--- src/rtl/flash_rw_pkg.sv ---
package flash_rw_pkg;

    localparam int DATA_W = 8;
    localparam int ADDR_W = 2;

    localparam logic [ADDR_W-1:0] CTRL_ADDR = 2'd0;
    localparam logic [ADDR_W-1:0] SUSP_ADDR = 2'd1;

    // control register bit positions
    localparam int C_READY = 0;
    localparam int C_MODE  = 1;
    localparam int C_BLK   = 2;
    localparam int C_STOP  = 3;
    localparam int C_PERR  = 6;
    localparam int C_EERR  = 7;

    // suspend register bit positions
    localparam int S_EN    = 0;
    localparam int S_REQ   = 1;
    localparam int S_IRQM  = 2;
    localparam int S_RDOK  = 3;

    localparam int N_ERR   = 2;

    typedef struct packed {
        logic erase_err;
        logic prog_err;
        logic [1:0] rsvd;
        logic stop;
        logic blk;
        logic mode;
        logic ready;
    } ctrl_view_t;

    typedef struct packed {
        logic [3:0] rsvd;
        logic read_ok;
        logic irq_mode;
        logic req;
        logic en;
    } susp_view_t;

    function automatic logic [DATA_W-1:0] pack_ctrl(
        input logic ready, input logic mode, input logic blk,
        input logic stop, input logic [N_ERR-1:0] err);
        ctrl_view_t v;
        v.erase_err = err[1];
        v.prog_err  = err[0];
        v.rsvd      = 2'b00;
        v.stop      = stop;
        v.blk       = blk;
        v.mode      = mode;
        v.ready     = ready;
        return v;
    endfunction

    function automatic logic [DATA_W-1:0] pack_susp(
        input logic en, input logic req, input logic irq_mode,
        input logic read_ok);
        susp_view_t v;
        v.rsvd     = 4'b0000;
        v.read_ok  = read_ok;
        v.irq_mode = irq_mode;
        v.req      = req;
        v.en       = en;
        return v;
    endfunction

endpackage

--- src/rtl/fr_seq_guard.sv ---
// One enable bit behind a 0-then-1 write sequence.
module fr_seq_guard (
    input  logic clk,
    input  logic rst,
    input  logic sel_wr,     // write to the register holding this bit
    input  logic other_wr,   // write to any other register
    input  logic irq,
    input  logic allow,      // precondition for arming and for setting
    input  logic wbit,       // written value of this bit
    input  logic force_clr,
    output logic q
);
    logic arm_q;

    always_ff @(posedge clk) begin
        if (rst) begin
            arm_q <= 1'b0;
            q     <= 1'b0;
        end else begin
            if (irq)
                arm_q <= 1'b0;
            else if (sel_wr)
                arm_q <= !wbit && allow;
            else if (other_wr)
                arm_q <= 1'b0;

            if (force_clr || (sel_wr && !wbit))
                q <= 1'b0;
            else if (sel_wr && wbit && arm_q && allow && !irq)
                q <= 1'b1;
        end
    end
endmodule

--- src/rtl/fr_err_flags.sv ---
// Sticky error flags; a set in the clear cycle survives.
module fr_err_flags #(
    parameter int N = 2
) (
    input  logic         clk,
    input  logic         rst,
    input  logic [N-1:0] set_i,
    input  logic         clr_i,
    output logic [N-1:0] flag_o
);
    for (genvar i = 0; i < N; i++) begin : g_flag
        logic f_q;
        always_ff @(posedge clk) begin
            if (rst)
                f_q <= 1'b0;
            else if (set_i[i])
                f_q <= 1'b1;
            else if (clr_i)
                f_q <= 1'b0;
        end
        assign flag_o[i] = f_q;
    end
endmodule

--- src/rtl/fr_susp_ctl.sv ---
// Erase-suspend handshake: software or interrupt raised request, read gate.
module fr_susp_ctl (
    input  logic clk,
    input  logic rst,
    input  logic sel_wr,
    input  logic w_en,
    input  logic w_req,
    input  logic w_irqm,
    input  logic irq,
    input  logic erase_busy,
    input  logic susp_ack,
    output logic en_o,
    output logic req_o,
    output logic irqm_o,
    output logic read_ok_o
);
    logic en_q, req_q, irqm_q, rdok_q;
    logic auto_set;

    assign auto_set = en_q && irqm_q && irq && erase_busy;

    always_ff @(posedge clk) begin
        if (rst) begin
            en_q   <= 1'b0;
            req_q  <= 1'b0;
            irqm_q <= 1'b0;
            rdok_q <= 1'b1;
        end else begin
            if (sel_wr) begin
                en_q   <= w_en;
                irqm_q <= w_irqm;
            end
            if (auto_set)
                req_q <= 1'b1;
            else if (sel_wr)
                req_q <= w_req && w_en;
            rdok_q <= !erase_busy || susp_ack;
        end
    end

    assign en_o      = en_q;
    assign req_o     = req_q;
    assign irqm_o    = irqm_q;
    assign read_ok_o = rdok_q;
endmodule

--- src/rtl/flash_rw_ctrl.sv ---
module flash_rw_ctrl
    import flash_rw_pkg::*;
(
    input  logic              clk,
    input  logic              rst,
    input  logic              wr_i,
    input  logic [ADDR_W-1:0] addr_i,
    input  logic [DATA_W-1:0] wdata_i,
    output logic [DATA_W-1:0] rdata_o,
    input  logic              irq_i,
    input  logic              busy_i,
    input  logic              erase_busy_i,
    input  logic              susp_ack_i,
    input  logic              prog_err_i,
    input  logic              erase_err_i,
    input  logic              clr_status_i,
    output logic              rw_mode_o,
    output logic              blk_wr_en_o,
    output logic              stop_o,
    output logic              susp_req_o,
    output logic              read_ok_o
);
    logic wr_ctrl, wr_susp, wr_other_ctrl;
    logic mode_q, blk_q, stop_q;
    logic [N_ERR-1:0] err_q;
    logic susp_en_q, irqm_q;

    assign wr_ctrl       = wr_i && (addr_i == CTRL_ADDR);
    assign wr_susp       = wr_i && (addr_i == SUSP_ADDR);
    assign wr_other_ctrl = wr_i && (addr_i != CTRL_ADDR);

    fr_seq_guard u_mode (
        .clk      (clk),
        .rst      (rst),
        .sel_wr   (wr_ctrl),
        .other_wr (wr_other_ctrl),
        .irq      (irq_i),
        .allow    (1'b1),
        .wbit     (wdata_i[C_MODE]),
        .force_clr(1'b0),
        .q        (mode_q)
    );

    fr_seq_guard u_blk (
        .clk      (clk),
        .rst      (rst),
        .sel_wr   (wr_ctrl),
        .other_wr (wr_other_ctrl),
        .irq      (irq_i),
        .allow    (mode_q && wdata_i[C_MODE]),
        .wbit     (wdata_i[C_BLK]),
        .force_clr(wr_ctrl && !wdata_i[C_MODE]),
        .q        (blk_q)
    );

    always_ff @(posedge clk) begin
        if (rst)
            stop_q <= 1'b0;
        else if (wr_ctrl)
            stop_q <= wdata_i[C_STOP];
    end

    fr_err_flags #(.N(N_ERR)) u_err (
        .clk   (clk),
        .rst   (rst),
        .set_i ({erase_err_i, prog_err_i}),
        .clr_i (clr_status_i),
        .flag_o(err_q)
    );

    fr_susp_ctl u_susp (
        .clk       (clk),
        .rst       (rst),
        .sel_wr    (wr_susp),
        .w_en      (wdata_i[S_EN]),
        .w_req     (wdata_i[S_REQ]),
        .w_irqm    (wdata_i[S_IRQM]),
        .irq       (irq_i),
        .erase_busy(erase_busy_i),
        .susp_ack  (susp_ack_i),
        .en_o      (susp_en_q),
        .req_o     (susp_req_o),
        .irqm_o    (irqm_q),
        .read_ok_o (read_ok_o)
    );

    always_comb begin
        unique case (addr_i)
            CTRL_ADDR: rdata_o = pack_ctrl(!busy_i, mode_q, blk_q, stop_q, err_q);
            SUSP_ADDR: rdata_o = pack_susp(susp_en_q, susp_req_o, irqm_q, read_ok_o);
            default:   rdata_o = '0;
        endcase
    end

    assign rw_mode_o   = mode_q;
    assign blk_wr_en_o = blk_q;
    assign stop_o      = stop_q && mode_q;
endmodule

--- config.mk ---
export PLATFORM = sky130hd
export DESIGN_NAME = flash_rw_ctrl
export DESIGN_NICKNAME = d
export VERILOG_FILES = /design/src/rtl/flash_rw_pkg.sv /design/src/rtl/fr_seq_guard.sv /design/src/rtl/fr_err_flags.sv /design/src/rtl/fr_susp_ctl.sv /design/src/rtl/flash_rw_ctrl.sv
export SDC_FILE = /design/constraint.sdc
export NUM_CORES = 1
export LEC_CHECK = 0
export CELL_PAD_IN_SITES_DETAIL_PLACEMENT = 1
export CELL_PAD_IN_SITES_GLOBAL_PLACEMENT = 1
export CORE_MARGIN = 3
export CORE_UTILIZATION = 35
export DETAILED_ROUTE_END_ITERATION = 8
export DONT_BUFFER_PORTS = 1
export PLACE_DENSITY = 0.75
export RECOVER_POWER = 100
export SKIP_CTS_REPAIR_TIMING = 1
export SLEW_MARGIN = 20
export SYNTH_ARGS = -nofsm -noshare
export SYNTH_HDL_FRONTEND = slang
export SYNTH_SLANG_ARGS = --single-unit
--- constraint.sdc ---
create_clock -name clk -period 2.05 [get_ports clk]
set_input_delay 0.41 -clock clk [delete_from_list [all_inputs] [get_ports clk]]
set_output_delay 0.41 -clock clk [all_outputs]
set_load 0.02 [all_outputs]
==> results.sh, run 1 <==
export IMPL_status="completed"
export IMPL_fillers=186
export IMPL_cts_tree="yes"
export IMPL_rsz0062_at_grt="false"
export IMPL_wirelength_um=1270
export IMPL_path_delay_family="flip-flops"
export IMPL_cp_arrival_ns=1.27
export IMPL_area_growth_synth_to_final_pct=-0.648
export IMPL_syn_area_per_cell_um2=9.34
export IMPL_worstPathRequired_ns=1.64
export IMPL_gp_congestion=0.727
export IMPL_drt_iter0_drc=3
export IMPL_netlist_instances=62
export IMPL_dp_slack_ns=0.632
export IMPL_slowest_stage="dfxtp_1"
export IMPL_grt_max_degree=11
export IMPL_skew_ns=0.000975
export IMPL_ys_warn_count=0
export IMPL_netlist_area_um2=579
export IMPL_vias_per_cell=5.57
export IMPL_setup_tns_ns=0
export IMPL_hold_slack_ns=0.193
export IMPL_nNetsFinal=84
export IMPL_crit_path_end_kind="output port"
export IMPL_antenna_found_initial=0
export IMPL_dr_pass1_iters=2
export IMPL_clk_pin_slew_ns=0.07
export IMPL_io_buffers=0
export IMPL_grt_pass1_wl_um=1990
export IMPL_worstSkewPairLatency_ns=0.27
export IMPL_timing_fmax_mhz=595
export IMPL_io_pin_count=33
export IMPL_start_kind="flip-flop"
export IMPL_p_leak_nw=0.233
export IMPL_max_cap_viol_count=0
export IMPL_drc_errors=0
export IMPL_cts_sinks=11
export IMPL_wire_per_inst_um=16.0
export IMPL_antenna_cells=0
export IMPL_synth_area_top_cells="dfxtp_1 (38%), mux2i_1 (12%), nor2_1 (7.8%)"
export IMPL_die_w_um=46.7
export IMPL_drtAntennaViolNets=0
export IMPL_layoutNonFillerInstCount=79
export IMPL_yosysTopAreaCellShare_pct=38.0
export IMPL_ys_ff_latch=11
export IMPL_ir_worst_vdd_mv=0.343
export IMPL_crit_type="flip-flop to output port"
export IMPL_numCtsBuffers=3
export IMPL_power_mw=0.409
export IMPL_period_minus_slack_ns=1.68
export IMPL_cts_root_buf="clkbuf_4"
export IMPL_grt_total_usage_pct=13.2
export IMPL_yosysTopAreaCell="dfxtp_1"
export IMPL_drive_gt1_share_pct=7.94
export IMPL_max_stage_delay_ns=0.55
export IMPL_overflow=0
export IMPL_multiInputGateArea_um2=302
export IMPL_fin_ws_ns=0.371
export IMPL_crit_buf_inv=0
export IMPL_hold_path_class="input port to flip-flop"
export IMPL_fin_util_pct=37.8
export IMPL_synth_cell_types=26
export IMPL_seq_area_um2=220
export IMPL_coreArea_um2=1520
export IMPL_vias=440
export IMPL_ys_seq_area_share_pct=38.0
export IMPL_dp_cells=75
export IMPL_crit_chain="mux2i_1 -> nor2_1"
export IMPL_dp_hpwl_um=993
export IMPL_grt_pass1_vias=436
export IMPL_htree_levels=1
export IMPL_slew_headroom_pct=55.8
export IMPL_cp_max_fo=6
export IMPL_finalSetupViolations=0
export IMPL_rows=14
export IMPL_die_area_um2=2180
export IMPL_drv_slew=0
export IMPL_die_y_um=46.7
export IMPL_dpl_instance_area_um2=569
export IMPL_fin_crit_sh_pct=81.9
export IMPL_finalHoldViolCount=0
export IMPL_worstMarginPinSlew_ns=0.661
export IMPL_final_area_um2=576
export IMPL_clockBufferDepth=2
export IMPL_start_util_pct=38.0
export IMPL_pwr_density_cell_nw_per_um2=711
cell families after synthesis:
group           after synthesis  share of synthesized area (%)
buf+inv                       6                           7.77
compound gates                9                           10.6
other cells                   1                          0.647
simple gates                 28                           30.9
mux                           7                           12.1
flops                        11                           38.0
worst register-to-register path, cell delays in order (launching register included):
cell      delay, ns
dfxtp_1        0.55
and4_1         0.27
a21oi_2        0.06
a211oi_1       0.21
report_power, final:
group | leakage, nW | total (mW) | internal, mW | switching [mW]
combinational | 0.128 | 0.0328 | 0.0148 | 0.0180
sequential | 0.0897 | 0.225 | 0.220 | 0.00512
clock | 0.0150 | 0.152 | 0.0755 | 0.0763
total | 0.233 | 0.409 | 0.310 | 0.0994
routing by layer:
| metal | global-route usage [%] | part of all wire (%) | vias to the layer above |
|---|---|---|---|
| met5 | 0 | 0 | - |
| met4 | 8.29 | 1.9 | 0 |
| met3 | 4.69 | 9.1 | 2 |
| met2 | 22.0 | 50 | 20 |
| met1 | 14.1 | 39 | 209 |
| li1 | - | - | 209 |
flip-flops by register name, indices dropped and copies added, names as in the netlist:
name and cells:
u_susp.irqm_o 1, u_blk.arm_q 1, u_blk.q 1, u_mode.q 1
u_susp.read_ok_o 1, u_mode.arm_q 1, u_susp.en_o 1, u_err.g_flag.f_q 2
u_susp.req_o 1, stop_q 1
cell usage after synthesis, drive strengths merged:
cell,n
nor2,12
conb,1
and2b,1
nand4b,1
inv,1
nand2b,1
a21boi,1
dfxtp,11
nand2,2
clkbuf,1
and2,2
nor2b,1
a21oi,6
nand3b,1
nor3b,3
and4,1
a211oi,1
nor3,1
buf,4
nand4,1
mux2i,7
o21a,1
nor4b,1
area by class of cell:
cell class	count	share of cell area (%)
well taps	16	3.48
flip-flops and latches	11	38.3
clock buffers	4	4.57
inverters	1	0.652
repair buffers	1	0.652
multi-input cells	46	52.4
layout by cell type, fill, tap and decap left out:
cell and instances:
nor2_1 12, dfxtp_1 11, mux2i_1 7, a21oi_1 5, nor3b_1 3, clkbuf_4 3
nand2_1 2, conb_1 2, clkbuf_1 2, and2_0 1, inv_1 1, and2b_1 1
nor2b_1 1, o21a_1 1, nor4b_4 1, nor3_1 1, nand2b_1 1, nand4b_1 1
a21boi_0 1, and4_1 1, a21oi_2 1, a211oi_1 1, nand3b_1 1, nand4_1 1
and2_1 1
final timing paths:
kind / from / end / slack [ns] / cells after the start
worst max-delay path: u_mode.q / rdata_o[1] / 0.37 / 2
worst min-delay path: erase_busy_i / u_susp.read_ok_o / 0.19 / 1
worst max register to register: u_mode.q / u_blk.q / 0.88 / 3
worst min register to register: u_err.g_flag[1].f_q / u_err.g_flag[1].f_q / 0.48 / 2
No activity file was read; power rests on OpenSTA's default activity.
==> inputs of run 2 (changes only) <==
- clock period: 2.05 -> 1.7 ns (I/O delays scaled with it)
==> run 2 against run 1 <==
Net effect: clock skew is essentially flat; register-to-register slack worse by 0.24 ns; combinational power rose by 22%; critical path type unchanged.
==> results.sh, run 2 (same netlist as run 1, synthesis figures left out) <==
export IMPL_coreArea_um2=1520
export IMPL_nNetsFinal=87
export IMPL_area_growth_synth_to_final_pct=3.02
export IMPL_drc_errors=0
export IMPL_final_cell_mix="nor2_1 (12), dfxtp_1 (11), mux2i_1 (7)"
export IMPL_largest_reg_flops=2
export IMPL_start_kind="flip-flop"
export IMPL_cp_max_fo=3
export IMPL_max_cap_viol_count=0
export IMPL_io_pin_count=33
export IMPL_wirelength_um=1310
export IMPL_status="completed"
export IMPL_gp_congestion=0.751
export IMPL_max_stage_delay_ns=0.47
export IMPL_io_buffers=0
export IMPL_drt_iter0_drc=9
export IMPL_overflow=0
export IMPL_dp_slack_ns=0.448
export IMPL_timing_fmax_mhz=655
export IMPL_fin_crit_sh_pct=89.8
export IMPL_hold_path_class="input port to flip-flop"
export IMPL_htree_levels=1
export IMPL_drv_slew=0
export IMPL_dp_hpwl_um=1020
export IMPL_antenna_found_initial=0
export IMPL_pwr_density_cell_nw_per_um2=819
export IMPL_regMostFlops="u_err.g_flag.f_q"
export IMPL_wire_per_inst_um=16.0
export IMPL_crit_buf_inv=0
export IMPL_mostFrequentLayoutCell="nor2_1"
export IMPL_finalSetupViolations=0
export IMPL_grt_total_usage_pct=13.4
export IMPL_vias_per_cell=5.56
export IMPL_grt_pass1_vias=457
export IMPL_clockBufferDepth=2
export IMPL_crit_path_end_kind="output port"
export IMPL_crit_chain="mux2i_1 -> nor2_1"
export IMPL_numCtsBuffers=3
export IMPL_skew_ns=0.00103
export IMPL_grt_max_degree=11
export IMPL_path_delay_family="flip-flops"
export IMPL_cts_tree="yes"
export IMPL_grt_pass1_wl_um=2000
export IMPL_crit_type="flip-flop to output port"
export IMPL_period_minus_slack_ns=1.53
export IMPL_rows=14
export IMPL_finalHoldViolCount=0
export IMPL_slowest_stage="dfxtp_1"
export IMPL_die_y_um=46.7
export IMPL_dr_pass1_iters=4
export IMPL_worstSkewPairLatency_ns=0.27
export IMPL_drtAntennaViolNets=0
export IMPL_rsz0062_at_grt="false"
export IMPL_antenna_cells=0
export IMPL_slew_headroom_pct=58.8
export IMPL_drive_gt1_share_pct=12.1
export IMPL_die_w_um=46.7
export IMPL_cp_arrival_ns=1.19
export IMPL_die_area_um2=2180
export IMPL_ir_worst_vdd_mv=0.551
export IMPL_p_leak_nw=0.244
export IMPL_cts_sinks=11
export IMPL_cts_root_buf="clkbuf_4"
export IMPL_worstPathRequired_ns=1.36
export IMPL_start_util_pct=38.0
export IMPL_clk_pin_slew_ns=0.07
export IMPL_setup_tns_ns=0
export IMPL_vias=456
export IMPL_fin_ws_ns=0.174
export IMPL_worstMarginPinSlew_ns=0.617
[run 2: changes by cell type in the layout (fill, tap and decap cells not counted), sizes merged]
cell	delta
clkbuf	+1
buf	+1
clkinv	+1
[run 2: path summary, 6_finish.rpt]
| path | start | to | slack, ns | cells after the start |
|---|---|---|---|---|
| worst min-delay path | rst | u_blk.q | 0.12 | 1 |
| worst max register to register | u_mode.q | u_blk.q | 0.64 | 4 |
| worst min register to register | u_blk.arm_q | u_blk.arm_q | 0.48 | 2 |
| worst max-delay path | u_susp.req_o | rdata_o[1] | 0.17 | 2 |
[run 2: area by class of cell]
class                   count  area, um^2
clock buffers               3        22.5
clock inverters             1        5.00
fillers                   193         927
inverters                   1        3.75
multi-input cells          46         307
flip-flops and latches     11         220
well taps                  16        20.0
repair buffers              4        18.8
[run 2: metal layers]
metal | up-vias | global-route usage [%] | share of wire (%) | wire length (um)
met5 | - | 0 | 0 | 0
met1 | 220 | 14.8 | 39 | 506
li1 | 216 | - | - | -
met4 | 0 | 3.31 | 0.92 | 12
met3 | 2 | 9.38 | 11 | 142
met2 | 18 | 20.9 | 49 | 646
[run 2: power breakdown]
| part | leakage [nW] | switching, mW | internal, mW |
|---|---|---|---|
| logic | 0.137 | 0.0219 | 0.0182 |
| clock network | 0.0177 | 0.0907 | 0.0871 |
| registers | 0.0897 | 0.00614 | 0.265 |
[run 2: worst register-to-register path, stage by stage, from the launching register on]
cell	delay, ns
dfxtp_1	0.35
buf_4	0.17
and4_1	0.22
a21oi_2	0.06
a211oi_2	0.18
[run 2: stage by stage]
step	hold slack [ns]	cell area (um^2)	total power [mW]	std cells	util (%)
final	0.122	597	0.489	82	39.2
after global routing	0.108	597	0.517	82	39.2
after CTS	0.117	619	0.499	82	40.6
after detailed placement	0.407	592	0.320	78	38.8
after global placement	0.403	592	0.319	78	38.8
after floorplan	0.402	583	0.332	63	-
==> inputs of run 3 (changes only) <==
- ABC_AREA: default -> 1
- CAP_MARGIN: default -> 30
- PLACE_DENSITY: 0.75 -> 0.8
==> run 3 against run 2 <==
Net effect: synthesized area shrank 4.3%; non-clock buffer count decreased by 2; final cell count up 27%; total power grew 2.9%; die area down 3.8%; combinational power increased by 17%.
==> results.sh, run 3 <==
export IMPL_cts_sinks=11
export IMPL_netlist_area_um2=554
export IMPL_period_minus_slack_ns=1.49
export IMPL_wirelength_um=1370
export IMPL_dpl_instance_area_um2=577
export IMPL_grt_pass1_vias=492
export IMPL_hold_depth=1
export IMPL_dr_pass1_iters=4
export IMPL_synth_area_top_cells="dfxtp_1 (40%), nor2_1 (12%), inv_1 (10%)"
export IMPL_die_w_um=45.8
export IMPL_vias=521
export IMPL_gp_congestion=0.790
export IMPL_cts_root_buf="clkbuf_4"
export IMPL_regMostFlops="u_err.g_flag.f_q"
export IMPL_worstHoldStart="rst"
export IMPL_yosysTopAreaCell="dfxtp_1"
export IMPL_drtAntennaViolNets=0
export IMPL_start_kind="input port"
export IMPL_start_util_pct=39.6
export IMPL_synth_top_family_by_area="simple AND/OR/NAND/NOR gates"
export IMPL_nNetsFinal=110
export IMPL_io_pin_count=33
export IMPL_grt_max_degree=8
export IMPL_status="completed"
export IMPL_cts_tree="yes"
export IMPL_hold_path_class="input port to flip-flop"
export IMPL_vias_per_cell=5.01
export IMPL_numCtsBuffers=3
export IMPL_drv_slew=0
export IMPL_final_cell_mix="nor2_1 (18), inv_1 (15), nand2_1 (13)"
export IMPL_ys_seq_area_share_pct=39.7
export IMPL_synth_common_cells="nor2_1 (17), inv_1 (15), nand2_1 (13)"
export IMPL_fin_crit_sh_pct=87.8
export IMPL_setup_tns_ns=0
export IMPL_ff2ff_setup_slack_ns=0.66
export IMPL_ys_warn_count=0
export IMPL_fin_util_pct=42.2
export IMPL_r2r_end="u_blk.q"
export IMPL_yosys_area_share_simple_pct=37.0
export IMPL_finalSetupViolations=0
export IMPL_hold_end="u_susp.en_o"
export IMPL_dominantRegCellSynth="dfxtp_1"
export IMPL_rr_worst_depth=4
export IMPL_dp_hpwl_um=1130
export IMPL_worstPathRequired_ns=1.36
export IMPL_crit_path_end_kind="output port"
export IMPL_cp_arrival_ns=1.15
export IMPL_overflow=0
export IMPL_syn_area_per_cell_um2=6.60
export IMPL_coreArea_um2=1400
export IMPL_synth_xor_area_share_pct=0
export IMPL_drt_iter0_drc=11
export IMPL_io_buffers=0
export IMPL_dp_slack_ns=0.425
export IMPL_synthMuxAreaShare_pct=0
export IMPL_reg2reg_from="u_mode.q"
export IMPL_synth_cell_types=15
export IMPL_htree_levels=1
export IMPL_fin_ws_ns=0.207
export IMPL_p_leak_nw=0.271
export IMPL_rsz0062_at_grt="false"
export IMPL_synthAdderAreaFrac_pct=0
export IMPL_timing_fmax_mhz=670
export IMPL_wire_per_inst_um=13.1
export IMPL_rows=13
export IMPL_yosysTopAreaCellShare_pct=39.7
export IMPL_ys_ff_latch=11
export IMPL_area_growth_synth_to_final_pct=6.55
export IMPL_grt_pass1_wl_um=2060
export IMPL_synth_edff_count=0
export IMPL_die_area_um2=2100
export IMPL_synthMostInstantiatedCell="nor2_1"
export IMPL_clockBufferDepth=2
export IMPL_ir_worst_vdd_mv=0.267
export IMPL_worstSkewPairLatency_ns=0.27
export IMPL_cp_max_fo=6
export IMPL_skew_ns=0.000261
export IMPL_antenna_found_initial=0
export IMPL_postSynth_asyncResetShare_pct=0
export IMPL_final_area_um2=591
export IMPL_netlist_instances=84
export IMPL_startpoint="addr_i[1]"
export IMPL_grt_total_usage_pct=14.0
export IMPL_pwr_density_cell_nw_per_um2=852
export IMPL_max_cap_viol_count=0
export IMPL_crit_type="input port to output port"
export IMPL_mostFrequentLayoutCell="nor2_1"
export IMPL_die_y_um=45.8
export IMPL_largest_reg_flops=2
export IMPL_synth_compound_area_share_pct=9.71
export IMPL_drive_gt1_share_pct=7.87
export IMPL_antenna_cells=0
export IMPL_drc_errors=0
export IMPL_finalHoldViolCount=0
export IMPL_clk_pin_slew_ns=0.07
==> run 3: worst max path at each step <==
stage / endpoint / cells past startpoint
floorplan: rdata_o[0] / 3
global placement: rdata_o[7] / 3
detailed placement: rdata_o[6] / 3
CTS: rdata_o[2] / 3
global route: rdata_o[2] / 4
finish: rdata_o[6] / 3
==> run 3: area by class of cell <==
type / count / area [um^2]
Multi-Input combinational cell: 57 / 254
Timing Repair Buffer: 2 / 15.0
Sequential cell: 11 / 220
Inverter: 15 / 56.3
Fill cell: 205 / 808
Tap cell: 15 / 18.8
Clock buffer: 4 / 26.3
==> run 3: cells by family after synthesis <==
| logic type | Yosys count |
|---|---|
| compound gates | 10 |
| buf+inv | 17 |
| flops | 11 |
| other cells | 1 |
| simple gates | 45 |
==> run 3: per-stage QoR <==
step	hold WS [ns]	total power, mW	std cells
after detailed placement	0.412	0.328	100
after global placement	0.413	0.326	100
final	0.127	0.503	104
after global routing	0.119	0.524	104
after CTS	0.125	0.509	104
after floorplan	0.409	0.320	85
==> run 3: worst max-delay path, cell delays in order <==
cell,delay (ns)
nor2_1,0.32
inv_1,0.15
nor2_1,0.33
==> run 3: power breakdown <==
| group | switching (mW) | internal [mW] | total [mW] |
|---|---|---|---|
| clock network | 0.0924 | 0.0910 | 0.183 |
| registers | 0.00703 | 0.266 | 0.273 |
| logic | 0.0331 | 0.0139 | 0.0470 |
==> run 3: layer usage <==
metal  track usage (%)  routed length (um)  vias to the layer above
met1              16.6                 612                      228
met3              4.74                 130                        5
met5                 0                   0                        -
met4              8.52                  29                        0
met2              21.4                 594                       19
li1                  -                   -                      269
